[src/rtl/pfb_pkg.sv]
package pfb_pkg;
    localparam int WORD_W    = 40;
    localparam int TYPE_W    = 2;
    localparam int ECC_W     = 6;
    localparam int CHIP_W    = 12;
    localparam int FNUM_W    = 8;
    localparam int PIX_W     = 14;
    localparam int TIME_W    = 12;
    localparam int CNT_W     = 16;
    localparam int CRC_W     = 16;
    localparam int PAYLOAD_W = WORD_W - ECC_W;
    localparam int HPAD_W    = PAYLOAD_W - TYPE_W - CHIP_W - FNUM_W;
    localparam logic [CRC_W-1:0] CRC_POLY = 16'h1021;
    localparam logic [CRC_W-1:0] CRC_SEED = 16'hFFFF;

    typedef enum logic [TYPE_W-1:0] {
        WT_HDR = 2'b01,
        WT_EVT = 2'b10,
        WT_TRL = 2'b11
    } pfb_wtype_e;

    typedef enum logic [2:0] {
        S_IDLE,
        S_HEAD,
        S_BODY,
        S_FLUSH,
        S_TRAIL
    } pfb_state_e;

    // Mask of payload bits covered by check bit k: payload bit j sits at
    // the j-th non-power-of-two position counted from 3.
    function automatic logic [63:0] pfb_hmask(int k, int dw);
        logic [63:0] m;
        int seen;
        m = '0;
        seen = 0;
        for (int p = 3; p < 128; p++) begin
            if ((p & (p - 1)) != 0) begin
                if (seen < dw && ((p >> k) & 1) == 1) m[seen] = 1'b1;
                seen++;
            end
        end
        return m;
    endfunction
endpackage

[src/rtl/pfb_ecc.sv]
module pfb_ecc #(
    parameter int DATA_W = 34,
    parameter int CHK_W  = 6
) (
    input  logic [DATA_W-1:0] data,
    output logic [CHK_W-1:0]  chk
);
    for (genvar k = 0; k < CHK_W; k++) begin : g_chk
        localparam logic [63:0]       MFULL = pfb_pkg::pfb_hmask(k, DATA_W);
        localparam logic [DATA_W-1:0] MASK  = MFULL[DATA_W-1:0];
        assign chk[k] = ^(data & MASK);
    end
endmodule

[src/rtl/pfb_crc.sv]
module pfb_crc #(
    parameter int              DATA_W = 40,
    parameter int              CRC_W  = 16,
    parameter logic [CRC_W-1:0] POLY  = 16'h1021
) (
    input  logic [CRC_W-1:0]  crc_in,
    input  logic [DATA_W-1:0] data,
    output logic [CRC_W-1:0]  crc_out
);
    always_comb begin
        logic [CRC_W-1:0] c;
        logic             fb;
        c = crc_in;
        for (int i = DATA_W - 1; i >= 0; i--) begin
            fb = c[CRC_W-1] ^ data[i];
            c  = {c[CRC_W-2:0], 1'b0};
            if (fb) c = c ^ POLY;
        end
        crc_out = c;
    end
endmodule

[src/rtl/pfb_builder.sv]
module pfb_builder
    import pfb_pkg::*;
(
    input  logic                  clk,
    input  logic                  rst_n,
    input  logic [CHIP_W-1:0]     chip_id,
    input  logic                  frame_start,
    input  logic                  frame_end,
    input  logic                  hit_valid,
    output logic                  hit_ready,
    input  logic [PIX_W-1:0]      hit_pixel,
    input  logic [TIME_W-1:0]     hit_lead,
    input  logic [TIME_W-1:0]     hit_trail,
    output logic                  out_valid,
    input  logic                  out_ready,
    output logic [WORD_W-1:0]     out_word
);
    localparam logic [CNT_W-1:0]  CNT_MAX = '1;
    localparam logic [CNT_W-1:0]  CNT_ONE = 1;
    localparam logic [FNUM_W-1:0] FNUM_ONE = 1;

    pfb_state_e           state_q, state_d;
    logic [WORD_W-1:0]    word_q;
    logic                 wvld_q;
    logic [CRC_W-1:0]     crc_q;
    logic [CRC_W-1:0]     crc_step;
    logic [CRC_W-1:0]     crc_final;
    logic [CNT_W-1:0]     cnt_q;
    logic [FNUM_W-1:0]    fnum_q;
    logic [PAYLOAD_W-1:0] hdr_pl;
    logic [PAYLOAD_W-1:0] trl_pl;
    logic [PAYLOAD_W-1:0] chk_src;
    logic [ECC_W-1:0]     chk;
    logic                 out_take;
    logic                 hit_take;
    logic                 flush_go;

    assign out_valid = wvld_q;
    assign out_word  = word_q;
    assign out_take  = wvld_q && out_ready;
    assign hit_ready = (state_q == S_BODY) && !frame_end && (!wvld_q || out_ready);
    assign hit_take  = hit_valid && hit_ready;
    assign flush_go  = !wvld_q || out_ready;

    // CRC advance over the word currently held in the output register
    pfb_crc #(
        .DATA_W (WORD_W),
        .CRC_W  (CRC_W),
        .POLY   (CRC_POLY)
    ) u_crc (
        .crc_in  (crc_q),
        .data    (word_q),
        .crc_out (crc_step)
    );

    assign crc_final = wvld_q ? crc_step : crc_q;
    assign hdr_pl    = {WT_HDR, chip_id, fnum_q, {HPAD_W{1'b0}}};
    assign trl_pl    = {WT_TRL, cnt_q, crc_final};
    assign chk_src   = (state_q == S_IDLE) ? hdr_pl : trl_pl;

    // One encoder shared by header (loaded in IDLE) and trailer (in FLUSH)
    pfb_ecc #(
        .DATA_W (PAYLOAD_W),
        .CHK_W  (ECC_W)
    ) u_ecc (
        .data (chk_src),
        .chk  (chk)
    );

    always_ff @(posedge clk or negedge rst_n) begin
        if (!rst_n) state_q <= S_IDLE;
        else        state_q <= state_d;
    end

    always_comb begin
        state_d = state_q;
        unique case (state_q)
            S_IDLE:  if (frame_start) state_d = S_HEAD;
            S_HEAD:  if (out_take)    state_d = S_BODY;
            S_BODY:  if (frame_end)   state_d = S_FLUSH;
            S_FLUSH: if (flush_go)    state_d = S_TRAIL;
            S_TRAIL: if (out_take)    state_d = S_IDLE;
            default:                  state_d = S_IDLE;
        endcase
    end

    always_ff @(posedge clk or negedge rst_n) begin
        if (!rst_n) begin
            word_q <= '0;
            wvld_q <= 1'b0;
            crc_q  <= CRC_SEED;
            cnt_q  <= '0;
            fnum_q <= '0;
        end else begin
            unique case (state_q)
                S_IDLE: begin
                    if (frame_start) begin
                        word_q <= {hdr_pl, chk};
                        wvld_q <= 1'b1;
                        crc_q  <= CRC_SEED;
                        cnt_q  <= '0;
                    end
                end
                S_HEAD: begin
                    if (out_take) begin
                        wvld_q <= 1'b0;
                        crc_q  <= crc_step;
                    end
                end
                S_BODY: begin
                    if (out_take) begin
                        wvld_q <= 1'b0;
                        crc_q  <= crc_step;
                    end
                    if (hit_take) begin
                        word_q <= {WT_EVT, hit_pixel, hit_lead, hit_trail};
                        wvld_q <= 1'b1;
                        if (cnt_q != CNT_MAX) cnt_q <= cnt_q + CNT_ONE;
                    end
                end
                S_FLUSH: begin
                    if (flush_go) begin
                        word_q <= {trl_pl, chk};
                        wvld_q <= 1'b1;
                        crc_q  <= crc_final;
                    end
                end
                S_TRAIL: begin
                    if (out_take) begin
                        wvld_q <= 1'b0;
                        fnum_q <= fnum_q + FNUM_ONE;
                    end
                end
                default: wvld_q <= 1'b0;
            endcase
        end
    end
endmodule

[config.mk]
export PLATFORM = sky130hd
export DESIGN_NAME = pfb_builder
export DESIGN_NICKNAME = d
export VERILOG_FILES = /design/src/rtl/pfb_pkg.sv /design/src/rtl/pfb_ecc.sv /design/src/rtl/pfb_crc.sv /design/src/rtl/pfb_builder.sv
export SDC_FILE = /design/constraint.sdc
export NUM_CORES = 1
export LEC_CHECK = 0
export BUFFER_PORTS_ARGS = -buffer_cell sky130_fd_sc_hd__buf_2
export CORE_ASPECT_RATIO = 2
export CORE_MARGIN = 2
export CORE_UTILIZATION = 45
export CTS_CLUSTER_DIAMETER = 50
export DETAILED_ROUTE_END_ITERATION = 10
export GPL_TIMING_DRIVEN = 0
export PLACE_DENSITY = 0.69
export SYNTH_ARGS = -nofsm -noshare
export SYNTH_HDL_FRONTEND = slang
export SYNTH_SLANG_ARGS = --single-unit
[constraint.sdc]
create_clock -name clk -period 12.9 [get_ports clk]
set_clock_uncertainty 0.05 [all_clocks]
set_input_delay 0.645 -clock clk [delete_from_list [all_inputs] [get_ports clk]]
set_output_delay 0.645 -clock clk [all_outputs]
set_load 0.05 [all_outputs]
==> impl_metrics.yaml, run 1 <==
clock_network:
  clk_latency_ps: 350
  clockBufferDepth: 2
  htree_levels: 3
  ctsHoldBuffers: 0
  cts_tree: "built"
  clkSinkCount: 84
  post_cts_buffers: 0
  numCtsBuffers: 9
  cts_resized: 0
  cts.reportedPaths.clkPinSlew_ps: 70
  cts-root-buf: "clkbuf_16"
yosys:
  synth_seq_cells: 84
  synthFlopType: "dfrtp_1"
  yosysSeqAreaShare_pct: 29.6
  synth_area_um2: 7170
  synthCells: 758
  synth_area_per_cell_um2: 9.46
  synth_warnings: 0
  synth_edf_count: 0
  synthDistinctLibCells: 55
  syn_nets: 816
  async_flop_share_pct: 100
route:
  detail_route.first_pass.iterations: 5
  ant_nets: 0
  routed_wl_um: 24400
  dr_total_vias: 6131
  routedWlPerCell_um: 22.7
  drc: 0
  viasPerCell: 5.71
  drt_iter0_drc: 414
floorplanning:
  dieHeight_um: 183
  pin_count: 98
  num_rows: 65
  core_area_um2: 15700
  die-width_um: 93.3
  die_area_um2: 17000
  start_util_pct: 45.7
cells_and_area:
  layout_commonest_cell: "xnor2_1"
  syn_to_final_growth_pct: 15.3
  nets: 925
  final_cell_mix: "105 x xnor2_1, 99 x buf_2, 79 x nand2_1, 77 x nor2_1, 75 x o21ai_0"
  diodes: 0
  num-fill-cells: 1489
  fin_area_um2: 8270
  layout-drive-gt1-share_pct: 17.8
timing:
  min_period_ps: 4910
  tightest_slew_ps: 1170
  setup_violations: 0
  rsz0062_at_grt: "no"
  slew_violations: 0
  slew_headroom_pct: 21.3
  max_freq_ghz: 0.204
  setup_tns_ps: 0
  hold_violations: 0
  period_share_pct: 38.1
grt:
  grt_util_all_layers_pct: 29.5
  grt_pass1_wl_um: 36700
  grt_pass1_vias: 6318
  grt_max_degree: 48
  grt_overflow: 0
  antenna_found_initial: 0
setup_path:
  r2r-end: "out_word[1]"
  critical_path.max_fanout: 6
  crit_type: "flop to flop"
  worst_ep_required_time_ps: 13100
  cp-start-kind: "flop"
  arrival_ps: 5110
  r2r_slack_ps: 7990
  reg2regPathDepth: 12
  r2r-start: "crc_q[15]"
  endpoint_kind: "flop"
placed_design:
  dp_hpwl_um: 19700
  port_buffers: 97
  place_area_um2: 7940
  routabilityCongestion: 0.965
status:
  outcome: "finished clean"
run:
  maxCapViolations: 0
hold_path:
  holdCritPathClass: "input pin to asynchronous set/reset pin"
## synth_stat cells (4+ instances only)
library cell | instances | share of area (%)
a21o_1 | 5 | 0.52
mux2i_1 | 25 | 3.5
nor2b_1 | 4 | 0.35
and2_1 | 4 | 0.35
a31oi_1 | 8 | 0.70
dfrtp_1 | 68 | 24
nand2b_1 | 5 | 0.44
nor3_1 | 7 | 0.49
xor3_1 | 12 | 4.0
a221oi_1 | 4 | 0.49
nor2_1 | 77 | 4.0
dfstp_2 | 16 | 5.9
xor2_1 | 36 | 4.4
nand3_1 | 11 | 0.77
o22a_1 | 14 | 1.7
xnor3_2 | 9 | 3.0
clkbuf_1 | 42 | 2.2
xnor3_1 | 32 | 10
nand2_1 | 79 | 4.1
and3_1 | 17 | 1.5
o21ai_0 | 75 | 5.2
a21oi_1 | 54 | 3.8
xnor2_1 | 105 | 13
## cell families after synthesis
family                   Yosys count  share of synthesized area (%)
multiplexers                      27                           3.80
buffers and inverters             53                           2.95
AND/OR/NAND/NOR                  211                           12.7
adder cells (fa/ha/maj)            2                          0.349
flip-flops                        84                           29.6
AO/OA/AOI/OAI                    182                           14.9
XOR/XNOR                         199                           35.8
## state kept, by name, summed over array words and instances, names as in the netlist
signal and flops:
out_valid 1, cnt_q 16, out_word 40, fnum_q 8
state_q 3, crc_q 16
## layer usage
layer	vias to the layer above	wire (µm)	share of wire, %	track usage [%]
li1	2827	-	-	-
met2	239	13300	55	54.4
met4	0	2310	9.5	24.6
met5	-	0	0	0
met3	82	779	3.2	1.90
met1	2983	7960	33	29.0
## how the worst max path moves through the flow
| stage | endpoint | from | cells past startpoint | slack (ps) |
|---|---|---|---|---|
| floorplan | out_word[1] | out_word[35] | 11 | 8720 |
| global placement | out_word[3] | crc_q[10] | 12 | 8130 |
| detailed placement | out_word[1] | crc_q[15] | 12 | 8070 |
| CTS | out_word[3] | crc_q[10] | 12 | 7990 |
| global route | out_word[1] | crc_q[15] | 12 | 7820 |
| finish | out_word[1] | crc_q[15] | 12 | 7990 |
## area by class of cell
| class | instances | area (µm²) | share of cell area, % |
|---|---|---|---|
| buffer | 50 | 200 | 2.42 |
| clock buffer | 9 | 225 | 2.72 |
| clock inverter | 7 | 105 | 1.27 |
| inverter | 3 | 11.3 | 0.136 |
| tap | 201 | 251 | 3.04 |
| timing repair buffer | 98 | 515 | 6.23 |
| sequential | 84 | 2120 | 25.7 |
| multi-input combinational | 621 | 4840 | 58.5 |
## metrics by stage
stage | hold slack [ps] | cells | setup slack, ps | util [%]
final | 214 | 1073 | 7990 | 52.7
after CTS | 228 | 1073 | 7990 | 52.7
after detailed placement | 473 | 1057 | 8070 | 50.6
after floorplan | 299 | 758 | 8720 | -
after global routing | 259 | 1073 | 7820 | 52.7
after global placement | 462 | 1056 | 8130 | 50.4
## worst max-delay path, cell delays in order, from the launching register on
cell      delay [ps]
dfstp_2          510
buf_2            230
xnor2_4          240
xnor3_1          530
xnor2_1          610
xor3_2           520
xnor2_1          470
xor3_1           480
a211o_1          340
a221oi_1         260
o21ai_1          120
xor2_1           170
a311oi_1         270
Power of run 1 is not shown: default switching activity piles up to over one toggle a cycle in this logic, so the estimate is an artifact.
==> run 2, diff against run 1 <==
==> constraint.sdc (replaced) <==
create_clock -name clk -period 4.7 [get_ports clk]
set_clock_uncertainty 0.05 [all_clocks]
set_input_delay 0.235 -clock clk [delete_from_list [all_inputs] [get_ports clk]]
set_output_delay 0.235 -clock clk [all_outputs]
set_load 0.05 [all_outputs]
==> impl_metrics.yaml, run 2 (synthesis results as in run 1) <==
status:
  outcome: "finished clean"
clock_network:
  cts_tree: "built"
  clkSinkCount: 84
  clk_latency_ps: 350
  cts-root-buf: "clkbuf_16"
  clockBufferDepth: 2
  cts.reportedPaths.clkPinSlew_ps: 70
  numCtsBuffers: 9
  htree_levels: 3
floorplanning:
  num_rows: 65
  die_area_um2: 17000
  dieHeight_um: 183
  pin_count: 98
  die-width_um: 93.3
  start_util_pct: 45.7
  core_area_um2: 15700
grt:
  antenna_found_initial: 0
  grt_pass1_wl_um: 36700
  grt_pass1_vias: 6324
  grt_overflow: 0
  grt_max_degree: 48
  grt_util_all_layers_pct: 29.5
run:
  maxCapViolations: 0
setup_path:
  critical_path.max_fanout: 6
  crit_type: "flop to flop"
  cp-start-kind: "flop"
  path_delay_family: "XOR/XNOR gates"
  startpoint: "crc_q[15]"
  reg2regPathDepth: 12
  critical_path_depth: 12
  crit_buf_inv: 1
  slowest_stage: "dfstp_2"
  worstPathCellList: "buf_2 -> xnor2_4 -> xnor3_2 -> xnor3_2 -> xor3_2 -> xnor3_2 -> xor3_1 -> a211o_1 -> a221oi_1 -> o21ai_1 -> xor2_1 -> a311oi_1"
  worst_ep_required_time_ps: 4900
  endpoint_kind: "flop"
  r2r-start: "crc_q[15]"
  arrival_ps: 4780
  crit_top_cell: "xnor3_2"
  slowest_delay_ps: 510
cells_and_area:
  num-fill-cells: 1475
  syn_to_final_growth_pct: 16.6
  diodes: 0
  nets: 927
  seqCellArea_um2: 2120
  layout-drive-gt1-share_pct: 19.2
  fin_area_um2: 8360
  multi_input_area_um2: 4910
  final_cell_mix: "99 x xnor2_1, 99 x buf_2, 79 x nand2_1, 77 x nor2_1, 74 x o21ai_0"
  largest_reg_flops: 40
route:
  drt_iter0_drc: 374
  detail_route.first_pass.iterations: 5
  drc: 0
  viasPerCell: 5.69
  routedWlPerCell_um: 22.6
  ant_nets: 0
  dr_total_vias: 6114
  routed_wl_um: 24300
placed_design:
  preCtsSetupSlack_ps: -132
  dp_hpwl_um: 19700
  place_area_um2: 7940
  port_buffers: 97
  routabilityCongestion: 0.965
timing:
  rsz0062_at_grt: "no"
  slew_violations: 0
  tightest_slew_ps: 1170
  max_freq_ghz: 0.218
  period_share_pct: 97.5
  finalWorstSetupSlack_ps: 119
  hold_violations: 0
  min_period_ps: 4580
  slew_headroom_pct: 21.4
  holdWs_ps: 93.9
  setup_violations: 0
hold_path:
  holdCritPathClass: "input pin to flop"
  hp-start: "hit_pixel[2]"
  holdPathStages: 2
-- run 2: cell count changes in the layout (fill, tap and decap cells not counted), sizes merged --
| cell | change |
|---|---|
| buf | +2 |
| clkbuf | -1 |
| dlygate4sd3 | +1 |
-- run 2: final timing paths --
check / to / slack (ps)
worst max-delay path: out_word[1] / 120
worst min-delay path: out_word[26] / 90
worst max register to register: out_word[1] / 120
worst min register to register: out_word[12] / 480
max in group asynchronous: crc_q[10] / 3550
min in group asynchronous: out_word[23] / 350
-- run 2: what timing repair did --
item | in CTS | in global routing
resized for setup | 5 | 8
pin swaps | 0 | 1
endpoints found under the hold margin | 34 | 0
setup buffers | 0 | 2
hold buffers | 1 | 0
setup endpoints to repair | 2 | 2
-- run 2: through the flow --
step | util [%] | setup TNS (ps) | instances
2_1_floorplan | - | 0 | 758
6_report | 53.3 | 0 | 1075
4_1_cts | 52.9 | 0 | 1074
3_5_place_dp | 50.6 | -256 | 1057
3_3_place_gp | 50.4 | -134 | 1056
5_1_grt | 53.3 | 0 | 1075
-- run 2: per-layer routing --
layer | global-route usage, % | part of all wire (%) | up-vias | routed length, µm
li1 | - | - | 2836 | -
met1 | 29.0 | 32 | 2951 | 7770
met2 | 54.4 | 55 | 236 | 13300
met3 | 1.90 | 3.7 | 91 | 888
met4 | 24.6 | 9.8 | 0 | 2380
met5 | 0 | 0 | - | 0
-- run 2: area by class of cell --
| cell class | instances | area share (%) |
|---|---|---|
| Sequential cell | 84 | 25.4 |
| Buffer | 49 | 2.36 |
| Clock inverter | 7 | 1.26 |
| Timing Repair Buffer | 101 | 6.46 |
| Tap cell | 201 | 3.01 |
| Multi-Input combinational cell | 621 | 58.7 |
| Clock buffer | 9 | 2.69 |
| Inverter | 3 | 0.135 |
-- run 2: worst reg2reg max path, cell delays in order (launching register included) --
cell	delay, ps
dfstp_2	510
buf_2	230
xnor2_4	240
xnor3_2	480
xnor3_2	470
xor3_2	470
xnor3_2	350
xor3_1	490
a211o_1	330
a221oi_1	260
o21ai_1	120
xor2_1	170
a311oi_1	290
Power of run 2 is left out for the same reason.
